<file path="config.mk">
export PLATFORM = sky130hd
export DESIGN_NAME = ldseq_core
export DESIGN_NICKNAME = d
export VERILOG_FILES = /design/src/rtl/ldseq_pkg.sv /design/src/rtl/ldseq_decode.sv /design/src/rtl/ldseq_regfile.sv /design/src/rtl/ldseq_seq.sv /design/src/rtl/ldseq_core.sv
export SDC_FILE = /design/constraint.sdc
export NUM_CORES = 1
export LEC_CHECK = 0
export ABC_AREA = 1
export BUFFER_PORTS_ARGS = -buffer_cell sky130_fd_sc_hd__buf_2
export CAP_MARGIN = 20
export CORE_ASPECT_RATIO = 1.1
export CORE_MARGIN = 3
export CORE_UTILIZATION = 60
export DETAILED_ROUTE_END_ITERATION = 7
export PLACE_DENSITY = 0.78
export SYNTH_ARGS = -nofsm -noshare
export SYNTH_HDL_FRONTEND = slang
export SYNTH_SLANG_ARGS = --single-unit
</file>
<file path="constraint.sdc">
create_clock -name clk_i -period 8.77 [get_ports clk_i]
set_input_delay 1.3155 -clock clk_i [delete_from_list [all_inputs] [get_ports clk_i]]
set_output_delay 1.3155 -clock clk_i [all_outputs]
set_load 0.1 [all_outputs]
</file>
<file path="src/rtl/ldseq_pkg.sv">
`timescale 1ns/1ps
package ldseq_pkg;
  localparam int DW = 8;
  localparam int AW = 16;
  localparam int NSLOT = 8;

  // register slot codes, equal to the opcode's 3-bit register fields
  localparam logic [2:0] SLOT_H   = 3'd4;
  localparam logic [2:0] SLOT_L   = 3'd5;
  localparam logic [2:0] SLOT_MEM = 3'd6;
  localparam logic [2:0] SLOT_A   = 3'd7;

  typedef enum logic [2:0] {
    K_MOVE, K_LD_IND, K_LD_PAIR, K_IMM16, K_ST_HLX, K_LD_HLX, K_ST_SP, K_BAD
  } op_kind_e;

  typedef struct packed {
    op_kind_e   kind;
    logic [2:0] dst;
    logic [2:0] src;
    logic [1:0] pair;     // 0 BC, 1 DE, 2 HL, 3 SP
    logic       hl_down;
    logic [1:0] len;
  } op_info_t;
endpackage

</file>
<file path="src/rtl/ldseq_decode.sv">
`timescale 1ns/1ps
module ldseq_decode
  import ldseq_pkg::*;
(
  input  logic [DW-1:0] op_i,
  output op_info_t      info_o
);
  always_comb begin
    info_o.kind    = K_BAD;
    info_o.dst     = op_i[5:3];
    info_o.src     = op_i[2:0];
    info_o.pair    = op_i[5:4];
    info_o.hl_down = op_i[4];
    info_o.len     = 2'd1;
    if (op_i[7:6] == 2'b01) begin
      if (op_i[5:3] != SLOT_MEM) begin
        info_o.kind = (op_i[2:0] == SLOT_MEM) ? K_LD_IND : K_MOVE;
      end
    end else if (op_i[7:6] == 2'b00) begin
      unique case (op_i[3:0])
        4'h1: begin
          info_o.kind = K_IMM16;
          info_o.len  = 2'd3;
        end
        4'hA: info_o.kind = op_i[5] ? K_LD_HLX : K_LD_PAIR;
        4'h2: if (op_i[5]) info_o.kind = K_ST_HLX;
        4'h8: if (op_i[5:4] == 2'b00) begin
          info_o.kind = K_ST_SP;
          info_o.len  = 2'd3;
        end
        default: info_o.kind = K_BAD;
      endcase
    end
  end
endmodule

</file>
<file path="src/rtl/ldseq_regfile.sv">
`timescale 1ns/1ps
module ldseq_regfile
  import ldseq_pkg::*;
(
  input  logic          clk_i,
  input  logic          rst_ni,
  input  logic          byte_we_i,
  input  logic [2:0]    byte_sel_i,
  input  logic [DW-1:0] byte_data_i,
  input  logic          hl_we_i,
  input  logic [AW-1:0] hl_data_i,
  input  logic          sp_lo_we_i,
  input  logic          sp_hi_we_i,
  input  logic [DW-1:0] sp_data_i,
  input  logic [2:0]    rd_sel_i,
  output logic [DW-1:0] rd_data_o,
  output logic [DW-1:0] a_o,
  output logic [AW-1:0] bc_o,
  output logic [AW-1:0] de_o,
  output logic [AW-1:0] hl_o,
  output logic [AW-1:0] sp_o
);
  logic [NSLOT*DW-1:0] bank;
  logic [AW-1:0]       sp_q;

  for (genvar g = 0; g < NSLOT; g++) begin : g_slot
    if (g == int'(SLOT_MEM)) begin : g_hole
      assign bank[g*DW +: DW] = '0;
    end else begin : g_reg
      localparam bit IS_HL = (g == int'(SLOT_H)) || (g == int'(SLOT_L));
      logic [DW-1:0] q;
      always_ff @(posedge clk_i or negedge rst_ni) begin
        if (!rst_ni) begin
          q <= '0;
        end else if (IS_HL && hl_we_i) begin
          q <= (g == int'(SLOT_H)) ? hl_data_i[AW-1:DW] : hl_data_i[DW-1:0];
        end else if (byte_we_i && byte_sel_i == 3'(g)) begin
          q <= byte_data_i;
        end
      end
      assign bank[g*DW +: DW] = q;
    end
  end

  always_ff @(posedge clk_i or negedge rst_ni) begin
    if (!rst_ni) begin
      sp_q <= '0;
    end else begin
      if (sp_lo_we_i) sp_q[DW-1:0]  <= sp_data_i;
      if (sp_hi_we_i) sp_q[AW-1:DW] <= sp_data_i;
    end
  end

  assign rd_data_o = bank[rd_sel_i*DW +: DW];
  assign a_o  = bank[int'(SLOT_A)*DW +: DW];
  assign bc_o = {bank[0*DW +: DW], bank[1*DW +: DW]};
  assign de_o = {bank[2*DW +: DW], bank[3*DW +: DW]};
  assign hl_o = {bank[int'(SLOT_H)*DW +: DW], bank[int'(SLOT_L)*DW +: DW]};
  assign sp_o = sp_q;
endmodule

</file>
<file path="src/rtl/ldseq_seq.sv">
`timescale 1ns/1ps
module ldseq_seq
  import ldseq_pkg::*;
#(
  parameter logic [AW-1:0] RESET_PC = '0
) (
  input  logic          clk_i,
  input  logic          rst_ni,
  input  logic [DW-1:0] mem_rdata_i,
  input  op_info_t      info_i,
  output logic [DW-1:0] cur_op_o,
  input  logic [DW-1:0] a_i,
  input  logic [AW-1:0] bc_i,
  input  logic [AW-1:0] de_i,
  input  logic [AW-1:0] hl_i,
  input  logic [AW-1:0] sp_i,
  input  logic [DW-1:0] rd_data_i,
  output logic [2:0]    rd_sel_o,
  output logic          byte_we_o,
  output logic [2:0]    byte_sel_o,
  output logic [DW-1:0] byte_data_o,
  output logic          hl_we_o,
  output logic [AW-1:0] hl_data_o,
  output logic          sp_lo_we_o,
  output logic          sp_hi_we_o,
  output logic [DW-1:0] sp_data_o,
  output logic [AW-1:0] mem_addr_o,
  output logic [DW-1:0] mem_wdata_o,
  output logic          mem_we_o,
  output logic          mem_re_o,
  output logic          retire_o,
  output logic          illegal_o
);
  logic [DW-1:0] op_q;
  logic          op_vld_q, fetch_q, illegal_q;
  logic [1:0]    step_q;
  logic [AW-1:0] pc_q, hold_q, hold_d;

  logic          active, done, bad, ins_re, ins_we, fetch_now;
  logic [1:0]    step;
  logic [AW-1:0] ins_addr, next_pc;
  logic [DW-1:0] ins_wdata;

  // opcode comes straight off the bus in the cycle after its fetch
  assign cur_op_o = fetch_q ? mem_rdata_i : op_q;
  assign active   = fetch_q | op_vld_q;
  assign step     = fetch_q ? 2'd0 : step_q;
  assign rd_sel_o = info_i.src;
  assign next_pc  = pc_q + AW'(info_i.len);

  always_comb begin
    done        = 1'b0;
    bad         = 1'b0;
    ins_re      = 1'b0;
    ins_we      = 1'b0;
    ins_addr    = hl_i;
    ins_wdata   = '0;
    byte_we_o   = 1'b0;
    byte_sel_o  = info_i.dst;
    byte_data_o = mem_rdata_i;
    hl_we_o     = 1'b0;
    hl_data_o   = info_i.hl_down ? hl_i - AW'(1) : hl_i + AW'(1);
    sp_lo_we_o  = 1'b0;
    sp_hi_we_o  = 1'b0;
    sp_data_o   = mem_rdata_i;
    hold_d      = hold_q;
    if (active && !illegal_q) begin
      unique case (info_i.kind)
        K_MOVE: begin
          byte_we_o   = 1'b1;
          byte_data_o = rd_data_i;
          done        = 1'b1;
        end
        K_LD_IND: begin
          if (step == 2'd0) begin
            ins_re = 1'b1;
          end else begin
            byte_we_o = 1'b1;
            done      = 1'b1;
          end
        end
        K_LD_PAIR: begin
          if (step == 2'd0) begin
            ins_re   = 1'b1;
            ins_addr = info_i.pair[0] ? de_i : bc_i;
          end else begin
            byte_we_o  = 1'b1;
            byte_sel_o = SLOT_A;
            done       = 1'b1;
          end
        end
        K_IMM16: begin
          if (step != 2'd2) begin
            ins_re   = 1'b1;
            ins_addr = pc_q + ((step == 2'd0) ? AW'(1) : AW'(2));
          end
          if (step != 2'd0) begin
            if (info_i.pair == 2'd3) begin
              sp_lo_we_o = (step == 2'd1);
              sp_hi_we_o = (step == 2'd2);
            end else begin
              byte_we_o  = 1'b1;
              byte_sel_o = {info_i.pair, step == 2'd1};
            end
          end
          done = (step == 2'd2);
        end
        K_ST_HLX: begin
          if (step == 2'd0) begin
            ins_we    = 1'b1;
            ins_wdata = a_i;
          end else begin
            hl_we_o = 1'b1;
            done    = 1'b1;
          end
        end
        K_LD_HLX: begin
          if (step == 2'd0) begin
            ins_re = 1'b1;
          end else begin
            byte_we_o  = 1'b1;
            byte_sel_o = SLOT_A;
            hl_we_o    = 1'b1;
            done       = 1'b1;
          end
        end
        K_ST_SP: begin
          unique case (step)
            2'd0: begin
              ins_re   = 1'b1;
              ins_addr = pc_q + AW'(1);
            end
            2'd1: begin
              hold_d   = {{(AW-DW){1'b0}}, mem_rdata_i};
              ins_re   = 1'b1;
              ins_addr = pc_q + AW'(2);
            end
            2'd2: begin
              hold_d    = {mem_rdata_i, hold_q[DW-1:0]};
              ins_we    = 1'b1;
              ins_addr  = {mem_rdata_i, hold_q[DW-1:0]};
              ins_wdata = sp_i[DW-1:0];
            end
            default: begin
              ins_we    = 1'b1;
              ins_addr  = hold_q + AW'(1);
              ins_wdata = sp_i[AW-1:DW];
              done      = 1'b1;
            end
          endcase
        end
        default: bad = 1'b1;
      endcase
    end
  end

  assign fetch_now   = !illegal_q && (!active || (done && !ins_re && !ins_we));
  assign mem_re_o    = ins_re | fetch_now;
  assign mem_we_o    = ins_we;
  assign mem_wdata_o = ins_wdata;
  assign mem_addr_o  = fetch_now ? (active ? next_pc : pc_q) : ins_addr;
  assign retire_o    = done;
  assign illegal_o   = illegal_q;

  always_ff @(posedge clk_i or negedge rst_ni) begin
    if (!rst_ni) begin
      op_q      <= '0;
      op_vld_q  <= 1'b0;
      fetch_q   <= 1'b0;
      illegal_q <= 1'b0;
      step_q    <= '0;
      pc_q      <= RESET_PC;
      hold_q    <= '0;
    end else begin
      hold_q <= hold_d;
      if (bad) begin
        illegal_q <= 1'b1;
        fetch_q   <= 1'b0;
        op_vld_q  <= 1'b0;
      end else if (!illegal_q) begin
        if (!active) begin
          fetch_q <= 1'b1;
        end else if (done) begin
          pc_q     <= next_pc;
          op_vld_q <= 1'b0;
          step_q   <= '0;
          fetch_q  <= fetch_now;
        end else begin
          op_q     <= cur_op_o;
          op_vld_q <= 1'b1;
          step_q   <= step + 2'd1;
          fetch_q  <= 1'b0;
        end
      end
    end
  end
endmodule

</file>
<file path="src/rtl/ldseq_core.sv">
`timescale 1ns/1ps
module ldseq_core
  import ldseq_pkg::*;
#(
  parameter logic [AW-1:0] RESET_PC = '0
) (
  input  logic          clk_i,
  input  logic          rst_ni,
  output logic [AW-1:0] mem_addr_o,
  output logic [DW-1:0] mem_wdata_o,
  output logic          mem_we_o,
  output logic          mem_re_o,
  input  logic [DW-1:0] mem_rdata_i,
  output logic          retire_o,
  output logic          illegal_o
);
  op_info_t      info;
  logic [DW-1:0] cur_op, a, rd_data, byte_data, sp_data;
  logic [AW-1:0] bc, de, hl, sp, hl_data;
  logic [2:0]    rd_sel, byte_sel;
  logic          byte_we, hl_we, sp_lo_we, sp_hi_we;

  ldseq_decode u_dec (
    .op_i   (cur_op),
    .info_o (info)
  );

  ldseq_regfile u_rf (
    .clk_i       (clk_i),
    .rst_ni      (rst_ni),
    .byte_we_i   (byte_we),
    .byte_sel_i  (byte_sel),
    .byte_data_i (byte_data),
    .hl_we_i     (hl_we),
    .hl_data_i   (hl_data),
    .sp_lo_we_i  (sp_lo_we),
    .sp_hi_we_i  (sp_hi_we),
    .sp_data_i   (sp_data),
    .rd_sel_i    (rd_sel),
    .rd_data_o   (rd_data),
    .a_o         (a),
    .bc_o        (bc),
    .de_o        (de),
    .hl_o        (hl),
    .sp_o        (sp)
  );

  ldseq_seq #(.RESET_PC(RESET_PC)) u_seq (
    .clk_i       (clk_i),
    .rst_ni      (rst_ni),
    .mem_rdata_i (mem_rdata_i),
    .info_i      (info),
    .cur_op_o    (cur_op),
    .a_i         (a),
    .bc_i        (bc),
    .de_i        (de),
    .hl_i        (hl),
    .sp_i        (sp),
    .rd_data_i   (rd_data),
    .rd_sel_o    (rd_sel),
    .byte_we_o   (byte_we),
    .byte_sel_o  (byte_sel),
    .byte_data_o (byte_data),
    .hl_we_o     (hl_we),
    .hl_data_o   (hl_data),
    .sp_lo_we_o  (sp_lo_we),
    .sp_hi_we_o  (sp_hi_we),
    .sp_data_o   (sp_data),
    .mem_addr_o  (mem_addr_o),
    .mem_wdata_o (mem_wdata_o),
    .mem_we_o    (mem_we_o),
    .mem_re_o    (mem_re_o),
    .retire_o    (retire_o),
    .illegal_o   (illegal_o)
  );
endmodule

</file>
## After elaboration in Yosys (flattened, before gate mapping)

Index checks and enable logic that the tools add are counted.

| operators by class | value |
|---|---|
| add/sub/neg operators | 8 |
| $mul | 0 |
| divide/modulo/power cells | 0 |
| magnitude comparators | 0 |
| equal/unequal tests | 24 |
| shift-type cells | 1 |
| muxes and demuxes | 77 |
| bitwise logic cells | 6 |
| reductions and logical operators | 39 |

Operators with widths:

| operator | number |
|---|---|
| 16-bit 2-to-1 mux | 7 |
| 16-bit one-hot mux with 3 select lines | 2 |
| 8-bit 2-to-1 mux | 9 |
| 64-bit by 7-bit variable part select with 8-bit output | 1 |
| 16-bit by 1-bit adder with 16-bit output, second input constant | 3 |
| 1-bit 2-to-1 mux | 36 |
| 16-bit one-hot mux with 2 select lines | 1 |
| 8-bit one-hot mux with 2 select lines | 2 |
| 3-bit equality test, second input constant | 7 |
| 3-bit 2-to-1 mux | 6 |
| 16-bit adder | 1 |
| 16-bit by 2-bit adder with 16-bit output | 1 |
| 16-bit by 2-bit adder with 16-bit output, second input constant | 1 |
| 16-bit by 1-bit subtractor with 16-bit output, second input constant | 1 |
| 2-bit 2-to-1 mux | 7 |
| 3-bit by 2-bit equality test with 1-bit output, second input constant | 4 |
| 3-bit one-hot mux with 4 select lines | 1 |
| 4-bit AND reduction | 3 |
| 1-bit logical AND | 11 |
| 2-bit nonzero test | 5 |
| 4-bit equality test, second input constant | 2 |
| 7-bit OR reduction | 1 |
| 3-bit by 1-bit equality test with 1-bit output, second input constant | 2 |
| 2-bit logical NOT | 3 |
| 22 further kinds | 38 |

| word-level totals | value |
|---|---|
| register bits | 117 |
| latch bits | 0 |
| RAM bits | 0 |
| memory bits (read-only) | 0 |
| bits of input ports | 10 |
| output and inout bits | 28 |
| word-level logic and storage cells | 172 |
| memories | 0 |

## Logic depth before layout (Yosys ltp)

| depth | value |
|---|---|
| depth after elaboration | 19 |
| depth in mapped cells | 27 |
| mapped depth without buffers | 25 |

## Cells and area by module

From an unflattened synthesis, not the netlist that was laid out.

| second synthesis, totals | value |
|---|---|
| cell total of the unflattened synthesis | 1502 |
| area, all modules | 9867.0 µm² |

Modules (own cells, without submodules):

| module | instances | cells an instance | area an instance (µm²) |
|---|---|---|---|
| ldseq_seq | 1 | 997 | 6064.6 |
| ldseq_regfile | 1 | 458 | 3533.4 |
| ldseq_decode | 1 | 47 | 269.0 |

## Least setup slack after synthesis

No wires, ideal clock.

| path | value |
|---|---|
| path kind | input-to-output |
| from | input port mem_rdata_i[5] |
| to | output port mem_addr_o[13] |
| arrival time | 4680 ps |
| required time | 7455 ps |
| slack | 2775 ps |
| stages | 24 |
| cells stage by stage | inv_1 -> nand2_1 -> nand2_2 -> nor2_2 -> nand2_1 -> nand2_2 -> inv_2 -> o21ai_2 -> nand2_4 -> nand3_4 -> clkbuf_1 -> nand2_1 -> ha_1 -> a21oi_1 -> nor2_1 -> nand2_1 -> nor2_1 -> nand2_1 -> nor2_1 -> xor2_1 -> nand2_1 -> o21ai_0 -> nand3_1 -> nand2_1 |

| on the way | value |
|---|---|
| word-level cells in the longest chain between the ends | 16 |
| elaborated cells on any way between the ends | 41 |
| those cells by class | 1 x add/sub; 7 x eq/ne; 23 x mux; 10 x reduce/logical |

Ends and longest elaborated chain:

| what | line | text |
|---|---|---|
| start: declaration | ldseq_core.sv:13 | `input logic [DW-1:0] mem_rdata_i,` |
| 8-bit 2-to-1 mux | ldseq_seq.sv:45 | `assign cur_op_o = fetch_q ? mem_rdata_i : op_q;` |
| 2-bit logical NOT | ldseq_decode.sv:27 | `4'h8: if (op_i[5:4] == 2'b00) begin` |
| 1-bit 2-to-1 mux | ldseq_decode.sv:27 |  |
| 3-bit one-hot mux with 4 select lines | ldseq_decode.sv:20 | `unique case (op_i[3:0])` |
| 3-bit 2-to-1 mux | ldseq_decode.sv:19 | `end else if (op_i[7:6] == 2'b00) begin` |
| 3-bit 2-to-1 mux | ldseq_decode.sv:15 | `if (op_i[7:6] == 2'b01) begin` |
| 3-bit by 1-bit equality test with 1-bit output, or another cell as far along | ldseq_seq.sv:68 | `unique case (info_i.kind)` |
| 3-bit OR reduction (no source line) | - |  |
| 1-bit one-hot mux with 3 select lines | ldseq_seq.sv:68 |  |
| 1-bit 2-to-1 mux | ldseq_seq.sv:67 | `if (active && !illegal_q) begin` |
| 1-bit logical NOT | ldseq_seq.sv:157 | `assign fetch_now = !illegal_q && (!active \|\| (done && !ins_re && !ins_we));` |
| 1-bit logical AND (2 in a row) | ldseq_seq.sv:157 |  |
| 1-bit logical OR | ldseq_seq.sv:157 |  |
| 1-bit logical AND | ldseq_seq.sv:157 |  |
| 16-bit 2-to-1 mux (*) | ldseq_seq.sv:161 | `assign mem_addr_o = fetch_now ? (active ? next_pc : pc_q) : ins_addr;` |
| end: declaration | ldseq_core.sv:9 | `output logic [AW-1:0] mem_addr_o,` |

Every way passes the cells marked *; elsewhere a longest branch is shown, timed or not.

## Worst setup path in the final report

| path | value |
|---|---|
| from | input port mem_rdata_i[4] |
| to | output port mem_addr_o[13] |

| on the way | value |
|---|---|
| word-level cells in the longest chain between the ends | 16 |
| elaborated cells on any way between the ends | 40 |
| those cells by class | 1 x add/sub; 7 x eq/ne; 22 x mux; 10 x reduce/logical |

Ends and longest elaborated chain:

| what | line |
|---|---|
| 8-bit 2-to-1 mux (*) | ldseq_seq.sv:45 |
| 2-bit logical NOT | ldseq_decode.sv:27 |
| 1-bit 2-to-1 mux | ldseq_decode.sv:27 |
| 3-bit one-hot mux with 4 select lines | ldseq_decode.sv:20 |
| 3-bit 2-to-1 mux | ldseq_decode.sv:19 |
| 3-bit 2-to-1 mux | ldseq_decode.sv:15 |
| 3-bit by 1-bit equality test with 1-bit output, or another cell as far along | ldseq_seq.sv:68 |
| 3-bit OR reduction (no source line) | - |
| 1-bit one-hot mux with 3 select lines | ldseq_seq.sv:68 |
| 1-bit 2-to-1 mux | ldseq_seq.sv:67 |
| 1-bit logical NOT | ldseq_seq.sv:157 |
| 1-bit logical AND (2 in a row) | ldseq_seq.sv:157 |
| 1-bit logical OR | ldseq_seq.sv:157 |
| 1-bit logical AND | ldseq_seq.sv:157 |
| 16-bit 2-to-1 mux (*) | ldseq_seq.sv:161 |

Marked as above.

==> flow_summary.toml <==
[finish]
drive_above_1_share_pct = 10.6
layout.cell_area.non_filler_mm2 = 0.0104
layout-area-overhead-vs-synth_pct = 8.07
antenna-diode-count = 0
finish.net_count = 1494
seqCellArea_mm2 = 0.00293
fill_cells = 1444
area_of_the_multi_input_gates_mm2 = 0.00581

[synth]
synth_cells = 1453
muxShareOfSynthArea_pct = 0
yosys_register_bits = 117
dominantRegCellSynth = "dfrtp_1"
yosysTopAreaCell = "dfrtp_1"
synth_async_sr_flop_share_pct = 100
synthesis.nets = 1490
post_synthesis_share_of_cell_area_spent_on_full_adders_half_adders_and_majority_gates_pct = 3.73
mappedNetlistArea_mm2 = 0.00965
most_common_cell_in_the_synthesized_netlist = "nand2_1"
synth_sequential_area_ratio_pct = 30.3
combinational_family_with_the_most_area_after_synthesis = "simple AND/OR/NAND/NOR gates"
synth_largest_type_area_fraction_pct = 30.3
synth_area_per_cell_um2 = 6.64
post_synth_num_cell_types = 49
top_cells_by_area_synth = "dfrtp_1 (30%), nand2_1 (17%), o21ai_0 (8.1%)"
synth_enable_flop_cells = 0
post_synthesis_xor_xnor_area_fraction_pct = 3.81
post_synth_most_frequent_cells = "nand2_1 (447), o21ai_0 (157), inv_1 (147)"
post_synth_and_or_nand_nor_area_fraction_pct = 33.4
synthesis.yosys.warnings = 0
synth-compound-area-share_pct = 19.2

[hold_path]
timing.hold.worst.start = "u_seq.hold_q[11]"
hp-class = "register to register"

[clocking]
cts.sinks = 117
numCtsBuffers = 17
tritoncts = "built"
hold_buf_count_cts = 0
max-clock-path-buffers = 2
ctsRootBufferMaster = "clkbuf_16"
clk_latency_ns = 0.43
clk_transition_reported_paths_ns = 0.06
post-cts-setup-buffers = 0
post_cts.resized_instances = 0
ctsHtreeMaxLevel = 4

[timing]
fin_tns_setup_ns = 0
report.final.slew_viol_count = 0
slew_headroom_pct = 24.8
clock_skew_ns = 0.0106
final_period_minus_worst_setup_slack_ns = 6.74
final-hold-violation-count = 0
layout_worst_path_cycle_share_pct = 76.9
setup_repair_after_global_routing_missed_its_margin = "false"
finalSetupViolations = 0
max_freq_ghz = 0.148
timing_worst_slew_pin_value_ns = 1.12

[floorplan]
floorplan.die.height_um = 139
placement_rows = 47
ioPinCount = 38
die-area_mm2 = 0.0176
core-area_mm2 = 0.0154
horizontal_die_dimension_um = 127
floorplan.initialDensity_pct = 62.6

[power_and_ir_drop]
leakage_nw = 5.32
power_density_mw_per_mm2 = 135
peakVddDrop_mv = 0.128

[detailed_routing]
drtPass1Iterations = 6
initialDrtViolationCount = 1091
total_number_of_vias = 10000
route.detailed.wl_per_inst_um = 19.0
drt-total-wl_um = 31700
final_antenna_net_count = 0
drc = 0
viasPerCell = 6.02

[global_routing]
global_route_wire_length_before_repair_um = 49700
grtUsageMet1_pct = 49.9
first_global_vias = 9060
grt-busiest-layer = "met2"
grt.overflow.total = 0
grt_antenna_before_repair = 0
global_route.usage.met2_pct = 54.6
grtUsageMet3_pct = 6.05
maximum_number_of_pins_on_one_net_before_global_route_repair = 68
globalRouteTotalUtil_pct = 35.5

[placed_design]
gp_congestion = 0.988
postPlaceCellArea_mm2 = 0.00982
port_buffers = 37
hpwlAfterDp_um = 23800

[worst_setup_path]
worst-setup-path-type = "primary input to primary output"
startpoint = "mem_rdata_i[4]"
cp-start-kind = "primary input"
worst_ep_arrival_time_ns = 5.43
path_common_cell = "nand2_1"
critical_path.top_delay_family = "simple AND/OR/NAND/NOR gates"
critical-path-max-stage-delay_ns = 0.52
timing.reg2reg.setup_slack_ns = 4.20
worst_setup_path_end_kind = "primary output"
critical_path.slowest_cell = "nand2_1"
cp.required_ns = 7.45
worstPathBufferInverterCount = 4
cp_max_fo = 22
rr_startpoint = "u_seq.fetch_q"

[flow_run]
cap_viol_max_count = 0

[run_status]
run_status = "completed"
placed cells by master, fill, tap and decap left out, types with 8 or more instances in the layout:
master,count
a21oi_1,47
buf_2,36
buf_4,9
clkbuf_16,17
dfrtp_1,117
ha_1,23
inv_1,147
nand2_1,447
nand2_2,21
nand2_4,11
nand3_1,121
nand4_1,8
nor2_1,78
nor3_1,12
o211ai_1,16
o21ai_0,157
o21ai_1,35
o21ai_2,10
o221ai_1,13
xor2_1,35
cell type report:
type / count / area share [%]
multi-input cells: 1119 / 55.7
inverters: 157 / 5.70
well taps: 196 / 2.35
flip-flops and latches: 117 / 28.1
repair buffers: 45 / 2.38
clock inverters: 14 / 1.70
clock buffers: 17 / 4.08
per-stage QoR:
step / worst slack [ns] / power [W] / hold WS (ns) / util (%) / cells
floorplan: 2.77 / 0.000642 / 0.436 / - / 1453
global placement: 2.15 / 0.000688 / 0.458 / 63.8 / 1634
detailed placement: 2.07 / 0.000688 / 0.471 / 63.8 / 1634
CTS: 2.06 / 0.00140 / 0.487 / 67.7 / 1665
global route: 1.64 / 0.00145 / 0.502 / 67.7 / 1665
finish: 2.03 / 0.00141 / 0.482 / 67.7 / 1665
per-layer routing:
metal,share of wire (%),vias to the layer above,routed length (um)
li1,-,4799,-
met1,41,4556,12900
met2,46,569,14500
met3,9.7,101,3060
met4,4.0,0,1260
met5,0,-,0
tightest hold or removal path, cell delays in order, from the launching register on:
cell,delay [ns]
dfrtp_1,0.34
nand2_1,0.05
o21ai_0,0.06
worst paths after layout:
path | to | depth (start not counted)
hold / removal | u_seq.hold_q[11] | 2
max in group asynchronous | u_rf.a_o[6] | 2
min in group asynchronous | u_seq.hold_q[12] | 1
setup / recovery | mem_addr_o[13] | 25
hold reg to reg | u_seq.hold_q[11] | 2
setup reg to reg | u_rf.g_slot[4].g_reg.q[4] | 17
cells by family (layout without fill, tap and decap cells):
family / Yosys count / count (layout)
adders and majority gates: 27 / 27
and+or+nand+nor: 727 / 727
AOI/OAI and AO/OA: 323 / 323
xor gates and xnor gates: 42 / 42
DFF: 117 / 117
buffers and inverters: 217 / 233
where the power goes:
| part | switching [W] | internal [W] |
|---|---|---|
| sequential | 0 | 0.000540 |
| combinational | 0.000103 | 0.0000383 |
| clock | 0.000279 | 0.000447 |
state kept, by name, summed over array words and instances (netlist names):
| signal | count |
|---|---|
| u_seq.fetch_q | 1 |
| u_seq.op_q | 8 |
| u_seq.step_q | 2 |
| u_rf.a_o | 8 |
| u_seq.pc_q | 16 |
| u_rf.g_slot.g_reg.q | 48 |
| u_seq.hold_q | 16 |
| u_seq.op_vld_q | 1 |
| u_rf.sp_o | 16 |
| u_seq.illegal_o | 1 |
No activity file was read; power rests on OpenSTA's default activity.
